File: src/rtl/ldq_pkg.sv
package ldq_pkg;

  // Forward distance on a ring of n slots.
  function automatic int unsigned ring_fwd(input int unsigned base,
                                           input int unsigned delta,
                                           input int unsigned n);
    return (base + delta) % n;
  endfunction

  // Distance from a to b going forward on a ring of n slots.
  function automatic int unsigned ring_dist(input int unsigned from_pos,
                                            input int unsigned to_pos,
                                            input int unsigned n);
    return (to_pos + n - from_pos) % n;
  endfunction

  typedef enum logic [1:0] {
    PTR_HOLD   = 2'd0,
    PTR_SQUASH = 2'd1,
    PTR_ADV    = 2'd2
  } ptr_op_e;

endpackage

File: src/rtl/ldq_range_scan.sv
module ldq_range_scan #(
  parameter int SLOTS     = 8,
  parameter int IDX_W     = 3,
  parameter int ADDR_W    = 32,
  parameter int BLK_SHIFT = 8
) (
  input  logic [ADDR_W-1:0] slot_addr [SLOTS],
  input  logic [SLOTS-1:0]  slot_ok,
  input  logic [IDX_W-1:0]  start_idx,
  input  logic [IDX_W-1:0]  tail_idx,
  input  logic [ADDR_W-1:0] probe_addr,
  output logic              hit,
  output logic [IDX_W-1:0]  hit_idx
);
  logic [SLOTS-1:0] cand;

  // one block comparator per slot
  for (genvar i = 0; i < SLOTS; i++) begin : g_cmp
    assign cand[i] = slot_ok[i] &&
      (slot_addr[i][ADDR_W-1:BLK_SHIFT] == probe_addr[ADDR_W-1:BLK_SHIFT]);
  end

  int unsigned span;
  assign span = ldq_pkg::ring_dist(int'(start_idx), int'(tail_idx), SLOTS);

  // first candidate in age order, starting at the store's younger-load slot
  always_comb begin
    hit     = 1'b0;
    hit_idx = '0;
    for (int k = 0; k < SLOTS; k++) begin
      int unsigned pos;
      pos = ldq_pkg::ring_fwd(int'(start_idx), k, SLOTS);
      if (!hit && (k < span) && cand[pos]) begin
        hit     = 1'b1;
        hit_idx = IDX_W'(pos);
      end
    end
  end
endmodule

File: src/rtl/ldq_retire_scan.sv
module ldq_retire_scan #(
  parameter int SLOTS = 8,
  parameter int IDX_W = 3,
  parameter int CNT_W = 4,
  parameter int SEQ_W = 16
) (
  input  logic [SEQ_W-1:0] slot_seq [SLOTS],
  input  logic [IDX_W-1:0] head_idx,
  input  logic [IDX_W-1:0] tail_idx,
  input  logic [CNT_W-1:0] count,
  input  logic [SEQ_W-1:0] cm_seq,
  input  logic [SEQ_W-1:0] squash_seq,
  output logic [CNT_W-1:0] n_commit,
  output logic [CNT_W-1:0] n_squash
);
  // oldest-first run of loads at or below the commit point
  always_comb begin
    logic stop;
    int   n;
    stop = 1'b0;
    n    = 0;
    for (int k = 0; k < SLOTS; k++) begin
      int unsigned pos;
      pos = ldq_pkg::ring_fwd(int'(head_idx), k, SLOTS);
      if (!stop && (k < int'(count)) && (slot_seq[pos] <= cm_seq)) n++;
      else stop = 1'b1;
    end
    n_commit = CNT_W'(n);
  end

  // youngest-first run of loads above the squash point
  always_comb begin
    logic stop;
    int   n;
    stop = 1'b0;
    n    = 0;
    for (int k = 0; k < SLOTS; k++) begin
      int unsigned pos;
      pos = ldq_pkg::ring_fwd(int'(tail_idx), SLOTS - 1 - k, SLOTS);
      if (!stop && (k < int'(count)) && (slot_seq[pos] > squash_seq)) n++;
      else stop = 1'b1;
    end
    n_squash = CNT_W'(n);
  end
endmodule

File: src/rtl/ldq_violation_reg.sv
module ldq_violation_reg #(
  parameter int IDX_W = 3
) (
  input  logic             clk,
  input  logic             rst,
  input  logic             st_valid,
  input  logic             scan_hit,
  input  logic [IDX_W-1:0] scan_idx,
  input  logic             vio_rd,
  output logic             st_resp_valid,
  output logic             st_fault,
  output logic             vio_valid,
  output logic [IDX_W-1:0] vio_idx
);
  logic take;
  assign take = st_valid && !vio_valid && scan_hit;

  always_ff @(posedge clk) begin
    if (rst) begin
      st_resp_valid <= 1'b0;
      st_fault      <= 1'b0;
      vio_valid     <= 1'b0;
      vio_idx       <= '0;
    end else begin
      st_resp_valid <= st_valid;
      st_fault      <= take;
      if (vio_rd) vio_valid <= 1'b0;
      if (take) begin
        vio_valid <= 1'b1;
        vio_idx   <= scan_idx;
      end
    end
  end

  // every check answers on the next cycle
  p_resp_next_r6: assert property (@(posedge clk) disable iff (rst)
    st_valid |=> st_resp_valid);
  // a reported fault always leaves a violator behind
  p_fault_holds_r6: assert property (@(posedge clk) disable iff (rst)
    st_fault |-> vio_valid);
  // a held violator survives a check and suppresses its fault
  p_held_keep_r7: assert property (@(posedge clk) disable iff (rst)
    (vio_valid && st_valid && !vio_rd) |=>
      (vio_valid && !st_fault && vio_idx == $past(vio_idx)));
  // reading a held violator empties the register
  p_read_clear_r8: assert property (@(posedge clk) disable iff (rst)
    (vio_rd && vio_valid) |=> !vio_valid);
endmodule

File: src/rtl/ldq_order_check.sv
module ldq_order_check #(
  parameter int LQ_CAP    = 7,
  parameter int ADDR_W    = 32,
  parameter int SEQ_W     = 16,
  parameter int SQ_IDX_W  = 4,
  parameter int BLK_SHIFT = 8,
  localparam int SLOTS    = LQ_CAP + 1,
  localparam int IDX_W    = $clog2(SLOTS),
  localparam int CNT_W    = $clog2(SLOTS + 1)
) (
  input  logic                clk,
  input  logic                rst,
  input  logic                alloc_valid,
  input  logic [SEQ_W-1:0]    alloc_seq,
  input  logic [SQ_IDX_W-1:0] alloc_sq_tail,
  input  logic                alloc_sq_empty,
  output logic [IDX_W-1:0]    lq_tail,
  output logic [CNT_W-1:0]    lq_count,
  output logic                lq_full,
  input  logic                upd_valid,
  input  logic [IDX_W-1:0]    upd_idx,
  input  logic [ADDR_W-1:0]   upd_addr,
  input  logic                st_valid,
  input  logic [ADDR_W-1:0]   st_addr,
  input  logic [IDX_W-1:0]    st_lq_idx,
  output logic                st_resp_valid,
  output logic                st_fault,
  input  logic                cm_valid,
  input  logic [SEQ_W-1:0]    cm_seq,
  input  logic                squash_valid,
  input  logic [SEQ_W-1:0]    squash_seq,
  input  logic                blk_set,
  input  logic [SEQ_W-1:0]    blk_seq,
  output logic                load_blocked,
  input  logic                vio_rd,
  output logic                vio_valid,
  output logic [IDX_W-1:0]    vio_idx,
  input  logic [IDX_W-1:0]    q_idx,
  output logic                q_tag_valid,
  output logic [SQ_IDX_W-1:0] q_tag
);
  import ldq_pkg::*;

  logic [SEQ_W-1:0]    seq_mem  [SLOTS];
  logic [ADDR_W-1:0]   addr_mem [SLOTS];
  logic [SQ_IDX_W-1:0] tag_mem  [SLOTS];
  logic [SLOTS-1:0]    addr_ok;
  logic [SLOTS-1:0]    tag_ok;

  logic [IDX_W-1:0] head_q, tail_q;
  logic [CNT_W-1:0] count_q;
  logic             full;
  logic             alloc_ok;
  logic             upd_in_range, q_in_range;
  logic [CNT_W-1:0] n_commit, n_squash;
  logic             scan_hit;
  logic [IDX_W-1:0] scan_idx;
  logic             blk_q;
  logic [SEQ_W-1:0] blk_seq_q;
  ptr_op_e          ptr_op;

  assign full         = (count_q == CNT_W'(LQ_CAP));
  assign alloc_ok     = alloc_valid && !squash_valid && !full;
  assign upd_in_range = (int'(upd_idx) < SLOTS);
  assign q_in_range   = (int'(q_idx) < SLOTS);

  always_comb begin
    if (squash_valid)               ptr_op = PTR_SQUASH;
    else if (cm_valid || alloc_ok)  ptr_op = PTR_ADV;
    else                            ptr_op = PTR_HOLD;
  end

  // payload storage: plain write ports, no reset
  always_ff @(posedge clk) begin
    if (alloc_ok) begin
      seq_mem[tail_q] <= alloc_seq;
      tag_mem[tail_q] <= alloc_sq_tail;
    end
    if (upd_valid && upd_in_range) addr_mem[upd_idx] <= upd_addr;
  end

  // per-slot flags; allocation overrides a same-slot update
  always_ff @(posedge clk) begin
    if (rst) begin
      addr_ok <= '0;
      tag_ok  <= '0;
    end else begin
      if (upd_valid && upd_in_range) addr_ok[upd_idx] <= 1'b1;
      if (alloc_ok) begin
        addr_ok[tail_q] <= 1'b0;
        tag_ok[tail_q]  <= !alloc_sq_empty;
      end
    end
  end

  // ring pointers
  always_ff @(posedge clk) begin
    if (rst) begin
      head_q  <= '0;
      tail_q  <= '0;
      count_q <= '0;
    end else begin
      unique case (ptr_op)
        PTR_SQUASH: begin
          tail_q  <= IDX_W'(ring_fwd(int'(tail_q), SLOTS - int'(n_squash), SLOTS));
          count_q <= count_q - n_squash;
        end
        PTR_ADV: begin
          head_q  <= IDX_W'(ring_fwd(int'(head_q), cm_valid ? int'(n_commit) : 0, SLOTS));
          tail_q  <= IDX_W'(ring_fwd(int'(tail_q), alloc_ok ? 1 : 0, SLOTS));
          count_q <= count_q - (cm_valid ? n_commit : '0) + CNT_W'(alloc_ok);
        end
        default: ;
      endcase
    end
  end

  // query port and blocked-load mark
  always_ff @(posedge clk) begin
    if (rst) begin
      q_tag_valid <= 1'b0;
      q_tag       <= '0;
      blk_q       <= 1'b0;
      blk_seq_q   <= '0;
    end else begin
      q_tag_valid <= q_in_range && tag_ok[q_idx];
      q_tag       <= q_in_range ? tag_mem[q_idx] : '0;
      if (squash_valid && blk_q && (squash_seq < blk_seq_q)) blk_q <= 1'b0;
      if (blk_set) begin
        blk_q     <= 1'b1;
        blk_seq_q <= blk_seq;
      end
    end
  end

  ldq_retire_scan #(
    .SLOTS(SLOTS), .IDX_W(IDX_W), .CNT_W(CNT_W), .SEQ_W(SEQ_W)
  ) u_retire (
    .slot_seq   (seq_mem),
    .head_idx   (head_q),
    .tail_idx   (tail_q),
    .count      (count_q),
    .cm_seq     (cm_seq),
    .squash_seq (squash_seq),
    .n_commit   (n_commit),
    .n_squash   (n_squash)
  );

  ldq_range_scan #(
    .SLOTS(SLOTS), .IDX_W(IDX_W), .ADDR_W(ADDR_W), .BLK_SHIFT(BLK_SHIFT)
  ) u_scan (
    .slot_addr  (addr_mem),
    .slot_ok    (addr_ok),
    .start_idx  (st_lq_idx),
    .tail_idx   (tail_q),
    .probe_addr (st_addr),
    .hit        (scan_hit),
    .hit_idx    (scan_idx)
  );

  ldq_violation_reg #(.IDX_W(IDX_W)) u_vio (
    .clk           (clk),
    .rst           (rst),
    .st_valid      (st_valid),
    .scan_hit      (scan_hit),
    .scan_idx      (scan_idx),
    .vio_rd        (vio_rd),
    .st_resp_valid (st_resp_valid),
    .st_fault      (st_fault),
    .vio_valid     (vio_valid),
    .vio_idx       (vio_idx)
  );

  assign lq_tail      = tail_q;
  assign lq_count     = count_q;
  assign lq_full      = full;
  assign load_blocked = blk_q;

  // occupancy never passes the usable capacity
  p_count_cap_r2: assert property (@(posedge clk) disable iff (rst)
    count_q <= CNT_W'(LQ_CAP));
  // allocation while full leaves the tail where it was
  p_full_hold_r2: assert property (@(posedge clk) disable iff (rst)
    (full && alloc_valid && !squash_valid) |=> (tail_q == $past(tail_q)));
  // a commit with no allocation never grows the queue
  p_commit_shrink_r9: assert property (@(posedge clk) disable iff (rst)
    (cm_valid && !alloc_valid && !squash_valid) |=> (count_q <= $past(count_q)));
  // a squash never grows the queue and keeps the head
  p_squash_shrink_r10: assert property (@(posedge clk) disable iff (rst)
    squash_valid |=> (count_q <= $past(count_q) && head_q == $past(head_q)));
  // an older squash drops the blocked mark
  p_block_clear_r11: assert property (@(posedge clk) disable iff (rst)
    (squash_valid && blk_q && (squash_seq < blk_seq_q) && !blk_set) |=> !blk_q);
endmodule

File: config.mk
export PLATFORM = sky130hd
export DESIGN_NAME = ldq_order_check
export DESIGN_NICKNAME = d
export VERILOG_FILES = /design/src/rtl/ldq_pkg.sv /design/src/rtl/ldq_range_scan.sv /design/src/rtl/ldq_retire_scan.sv /design/src/rtl/ldq_violation_reg.sv /design/src/rtl/ldq_order_check.sv
export SDC_FILE = /design/constraint.sdc
export NUM_CORES = 1
export LEC_CHECK = 0
export BUFFER_PORTS_ARGS = -buffer_cell sky130_fd_sc_hd__buf_2
export CAP_MARGIN = 20
export CORE_MARGIN = 4
export CORE_UTILIZATION = 60
export DETAILED_ROUTE_END_ITERATION = 8
export GPL_TIMING_DRIVEN = 0
export PLACE_DENSITY = 0.78
export SYNTH_ARGS = -nofsm -noshare
export SYNTH_HDL_FRONTEND = slang
export SYNTH_SLANG_ARGS = --single-unit
File: constraint.sdc
create_clock -name clk -period 11.98 [get_ports clk]
set_input_delay 1.198 -clock clk [delete_from_list [all_inputs] [get_ports clk]]
set_output_delay 1.198 -clock clk [all_outputs]
set_load 0.01 [all_outputs]
; Word-level counts from Yosys, hierarchy flattened
; Memories as Yosys holds them, arrays and structs flattened. A register that Yosys moved wholly into a read port is not among the register bits.
; Cells that the tools add are included.
[totals]
regBits = 434
latchBits = 0
ram_bits = 32
romBits = 0
in_bits = 151
out_inout_bits = 20
elab_cells = 400
memories = 1
[op_classes]
addsub = 44
n_mul = 0
div_mod_pow = 0
order_cmp = 66
n_eq_ne = 11
shift = 0
n_mux = 139
n_bitwise = 21
n_reduce_logical = 90
[memory_table]
columns = memory, depth, word_bits, read_ports, rd_clocked_by_memory_dff, wr, line
row1 = tag_mem, 8, 4, 1, 1, 1, ldq_order_check.sv:46  ; logic [SQ_IDX_W-1:0] tag_mem [SLOTS];
[op_table]
columns = operator, count
row1 = $bmux W16 S3, 16
row2 = $ge A33 B4 Y1 const B, 16
row3 = $mux W16, 33
row4 = $not A3 Y33, 16
row5 = $bwmux W256, 1
row6 = $eq A24 B24 Y1, 8
row7 = $bwmux W128, 1
row8 = $gt A16 B16 Y1, 8
row9 = $le A16 B16 Y1, 8
row10 = $demux W32 S3, 1
row11 = $logic_and A1 B1 Y1, 63
row12 = $mux W4, 14
row13 = $demux W16 S3, 1
row14 = $add A4 B2 Y4 const B, 11
row15 = $lt A3 B4 Y1 const B, 11
row16 = $mux W1, 42
row17 = $add A3 B3 Y3 const B, 12
row18 = $mux W32, 1
row19 = $bmux W1 S3, 9
row20 = $mux W3, 9
row21 = $mux W8, 3
row22 = $logic_not A1 Y1, 23
row23 = $add A3 B2 Y3 const B, 6
row24 = $lt A16 B16 Y1, 1
row25 = 32 further kinds, 57

; Logic depth before layout (Yosys ltp)
[logic_depth]
word_depth = 37
ltp_mapped = 57
mapped_depth_nobuf = 51

; By module
; A second synthesis with hierarchy kept.
[hier_totals]
cells_unflattened = 3015
area_unflattened_um2 = 35313.9
[by_module_without_submodules]
columns = module, n_inst, cells_each, area_per_inst_um2, seq_area_each_um2
row1 = ldq_retire_scan, 1, 1791, 16124.2, 0.0
row2 = ldq_order_check, 1, 749, 15516.1, 13452.9
row3 = ldq_range_scan, 1, 453, 3435.8, 0.0
row4 = ldq_violation_reg, 1, 22, 237.7, 120.1

; Least setup slack after synthesis
; Ideal clock, no wire load.
[synth_path]
kind = register -> register
from = reg head_q[1]
to = reg count_q[3], in the netlist lq_count[3]
setup_ns = 0.133
arrival_time_ns = 9.767
t_required_ns = 11.847
setup_slack_ns = 2.081
path_stages_with_launch = 56
path_buffers = 6
period_less_slack_ns = 9.899
path_cell_list = dfxtp_1 clkbuf_1 clkbuf_1 clkbuf_1 inv_1 ha_1 clkbuf_1 clkbuf_1 mux4_2 nand2_1 nand2_1 ha_1 nor2b_1 o21a_1 o21a_1 o21a_1 o21a_1 o21ai_0 [... 20 more ...] a21oi_1 ha_1 mux2i_1 mux2i_1 ha_1 mux2i_1 inv_1 ha_1 mux2_2 nand2_1 ha_1 ha_1 a21o_1 a21oi_1 xnor2_1 and2b_1 mux2i_1 a31oi_1
[synth_between]
elab_chain_cells = 37
elab_cells_between_ends = 94
classes_between = 16 x add/sub / 8 x order compare / 41 x mux / 8 x bitwise / 21 x reduce/logical
[synth_rtl]
columns = item, line
row1 = from (decl), ldq_order_check.sv:50  ; logic [IDX_W-1:0] head_q, tail_q;
row2 = from (signal assigned), ldq_order_check.sv:109  ; head_q <= IDX_W'(ring_fwd(int'(head_q), cm_valid ? int'(n_commit) : 0, SLOTS));
row3 = "parallel branches: the longest is 32 deep, another holds $le A16 B16 Y1", --
row4 = $mux W4 (*), ldq_retire_scan.sv:25  ; if (!stop && (k < int'(count)) && (slot_seq[pos] <= cm_seq)) n++;
row5 = $mux W4 (*), ldq_order_check.sv:111  ; count_q <= count_q - (cm_valid ? n_commit : '0) + CNT_W'(alloc_ok);
row6 = $sub A4 B4 Y4 (*), ldq_order_check.sv:111
row7 = $add A4 B1 Y4 (*), ldq_order_check.sv:111
row8 = $pmux W4 S2 (*), ldq_order_check.sv:103  ; unique case (ptr_op)
row9 = to (signal assigned), ldq_order_check.sv:106  ; count_q <= count_q - n_squash;
row10 = to (signal assigned), ldq_order_check.sv:111
row11 = to (decl), ldq_order_check.sv:51  ; logic [CNT_W-1:0] count_q;
; Every way passes the cells marked *. The select of a mux whose other input is x is not followed.
; A chain may end at the register's enable or synchronous reset.

; Worst setup path in the final report
[layout_path]
from = reg head_q[0]
to = reg count_q[3], in the netlist lq_count[3]
; Same word-level chain as after synthesis.

==> key figures <==
Flow run
  • Maxcap violations: 0

Yosys
  • Yosys reg bits: roughly 410
  • Ys Warns: 0
  • Synth cell types: 86
  • Post-Synthesis Cells: about 3000
  • Sequential-to-total area share from yosys stat: 0.355
  • Synthesized area: 32800 um^2
  • EDFF count, synth: about 350
  • Mapped Nets: 3389
  • Mean Syn Cell Area: 11.2 um^2
  • Primary FF master, synth: edfxtp_1
  • Post-synth ARST share: 0

Clocking
  • Worst-path clk slew: 60 ps
  • H-Tree Depth: 2
  • Cts bufs inserted: 42
  • CTS tree: yes
  • Worst-skew pair later-pin latency: 600 ps
  • Clock root cell: clkbuf_16
  • Sink Count: 406
  • Clk buf depth: 3

Floorplanning
  • Die Width: 242 um
  • Site row count: 85
  • Die Ht: 242 um
  • Io pins: 171
  • Die area: roughly 58000 um^2
  • Core area: 53900 um^2
  • Initial core utilization: 0.608

Layout
  • Syn-to-layout area delta: 9.23%
  • Share of layout cells above drive strength 1: 0.199
  • Final Util: 0.664
  • NumNets Final: ~3600

Timing
  • Minimum clock period: 11500 ps
  • Final period util: 0.960
  • Hold Vio Cnt, Final: 0
  • Final Skew: 52.7 ps
  • Worst hold margin: approximately 460 ps
  • Post-route setup TNS: 0 ps
  • Final worst slack: around 480 ps
  • Final Setup Violations: 0
  • Worst slew pin tran: roughly 1200 ps
  • Slew headroom: 0.208
  • Maximum clock frequency: slightly below 90 MHz
  • Max Slew Vio Count: 0

Setup path
  • CP max stage delay: 530 ps
  • Startpoint types: flop
  • Crit path required time: 12410 ps
  • FF-to-FF Start: head_q[0]$_SDFFE_PP0P_
  • Worst path most repeated cell: ha_1
  • Critical Path AT: 11930 ps
  • Setup CP Type: flop to flop
  • Worst Path Max Fanout: 10
  • Slowest stage cell, crit path: a2111oi_4
  • Crit path capture type: flop
  • Worst setup path start: head_q[0]$_SDFFE_PP0P_

Global route
  • Total GRT Usage: 0.387
  • Largest net degree at the start of global routing: 24
  • Number of antenna violations at the first check in global routing: 6
  • GRT overflow: 0
  • First-pass GRT wire length: about 170000 um
  • Vias in the first global route: roughly 26000

Drt
  • Routed WL: 115000 um
  • DR vias/cell: 6.97
  • DR WL/cell: 30.1 um
  • 1st-pass router iterations: 7
  • Routed met1 length: about 42000 um
  • DR top layer: met5
  • Detailed-route via count: 26724
  • Met2 Wirelength: 49800 um
  • DRC viols: 0
  • Metal3 WL: about 15000 um
  • Detail Route Antenna Nets: 0
  • Initial DRC count: between 3000 and 4000

Min path
  • Min-delay worst type: flop to flop
  • Hold_sp: u_vio.vio_idx[2]$_SDFFE_PP0P_

Place
  • HPWL after DPL: ~89000 um
  • Placer Congestion: 1.13
  • Dpl ws: -700 ps
  • Port-buffer cells: 124

Run status
  • Status: completed

Power
  • Pwr Density: 188 nW/um^2
  • Clock power frac: 0.184
  • Lkg Pwr: 13.8 nW
  • Register share of total power: 0.255
  • NetSw: roughly 2.9 mW
  • Combinational power share: 0.561
  • Total power: 6.74 mW
  • Peak supply drop: 0.162 mV
  • Pint: a little under 4 mW
  • Switching Share: 0.426
critical path: cells and delay by family (launching register included):
| family | cells | cell delay (ps) |
|---|---|---|
| compound gates | 16 | 3230 |
| fa+ha+maj | 8 | 2560 |
| buf+inv | 10 | 1720 |
| simple gates | 10 | 1480 |
| mux | 6 | 1370 |
| xor+xnor | 3 | 500 |
| flops | 1 | 450 |
stage by stage:
step	instances	cell area, um^2
2_1_floorplan	2923	32800
3_3_place_gp	3743	34300
3_5_place_dp	3754	34500
4_1_cts	3830	35800
5_1_grt	3831	35800
6_report	3832	35800
power by group through the flow:
stage	clock network (mW)	registers (mW)	logic, mW
global placement	0	1.73	3.54
CTS	1.25	1.71	3.66
finish	1.24	1.72	3.78
detailed placement	0	1.74	3.63
floorplan	0	1.69	2.63
global route	1.31	1.72	4.10
sequential cells by signal (all words and copies together), names as in the netlist:
register,flops
addr_mem,192
tag_mem,32
blk_seq_q,16
u_vio.st_resp_valid,1
u_vio.vio_valid,1
u_vio.vio_idx,3
load_blocked,1
lq_tail,3
seq_mem,128
q_tag,4
lq_count,4
addr_ok,8
u_vio.st_fault,1
tag_ok,8
head_q,3
q_tag_valid,1
placed cells by master (no fill, tap or decap), drive strengths merged, types with 72 or more instances in the layout:
master | synthesis | layout
xor2 | 106 | 106
inv | 84 | 86
xnor2 | 125 | 125
nor2 | 106 | 106
a21oi | 107 | 107
ha | 310 | 310
clkbuf | 85 | 142
mux4 | 275 | 275
buf | 68 | 204
nand2 | 623 | 623
edfxtp | 352 | 352
nand4 | 72 | 72
synth_stat cells (8+ instances only):
library cell  number  area, um^2
and2_1             9        56.3
nor4_1            34         213
nor3_1            35         175
nor2b_1           27         169
nand2b_1          18         113
edfxtp_1         352       10600
buf_2             24         120
a21oi_1          106         531
clkbuf_1          84         315
buf_1             40         150
o211ai_1           9        67.6
o21ai_0           45         225
and3_1            15        93.8
a21o_1            39         293
xnor2_1          124        1090
and4_1             8        70.1
dfxtp_1           54        1080
nand3_1           38         190
nand4_1           72         450
or2_2              8        50.1
mux2i_1           55         551
mux2_2            69         777
mux4_2           275        6190
inv_1             83         312
o21a_1            24         180
a31oi_1            9        56.3
xor2_1           106         928
nand2_1          622        2330
nor2_1           105         394
ha_1             310        3880
a211oi_1          22         165
timing repair:
action | CTS | global route
setup buffers | 0 | 0
hold buffers | 0 | 0
resized for setup | 6 | 16
endpoints found under the setup margin | 5 | 5
layer usage:
metal,vias to the layer above,GRT usage
met5,-,0.00327
met4,8,0.219
met3,382,0.122
met2,1956,0.582
met1,12995,0.500
li1,11383,-
worst paths after layout:
path	slack, ps	depth (start not counted)	to
hold / removal	460	2	u_vio.vio_idx[2]$_SDFFE_PP0P_
hold reg to reg	460	2	u_vio.vio_idx[2]$_SDFFE_PP0P_
setup reg to reg	480	53	lq_count[3]$_SDFFE_PP0P_
setup / recovery	480	53	lq_count[3]$_SDFFE_PP0P_
logic make-up after synthesis:
kind of cell	share of synthesized area
and+or+nand+nor	0.139
DFF	0.355
muxes	0.230
adders and majority gates	0.121
AOI/OAI and AO/OA	0.0620
buffers and inverters	0.0290
xor gates and xnor gates	0.0630
layout make-up:
class	instances	area (um^2)
diodes	2	5.00
plain buffers	150	633
clock buffers	59	1150
clock inverters	18	145
fillers	3975	18100
inverters	86	323
multi-input cells	2278	20200
flip-flops and latches	406	11700
well taps	696	871
repair buffers	137	792
No activity file was read; power rests on OpenSTA's default activity.
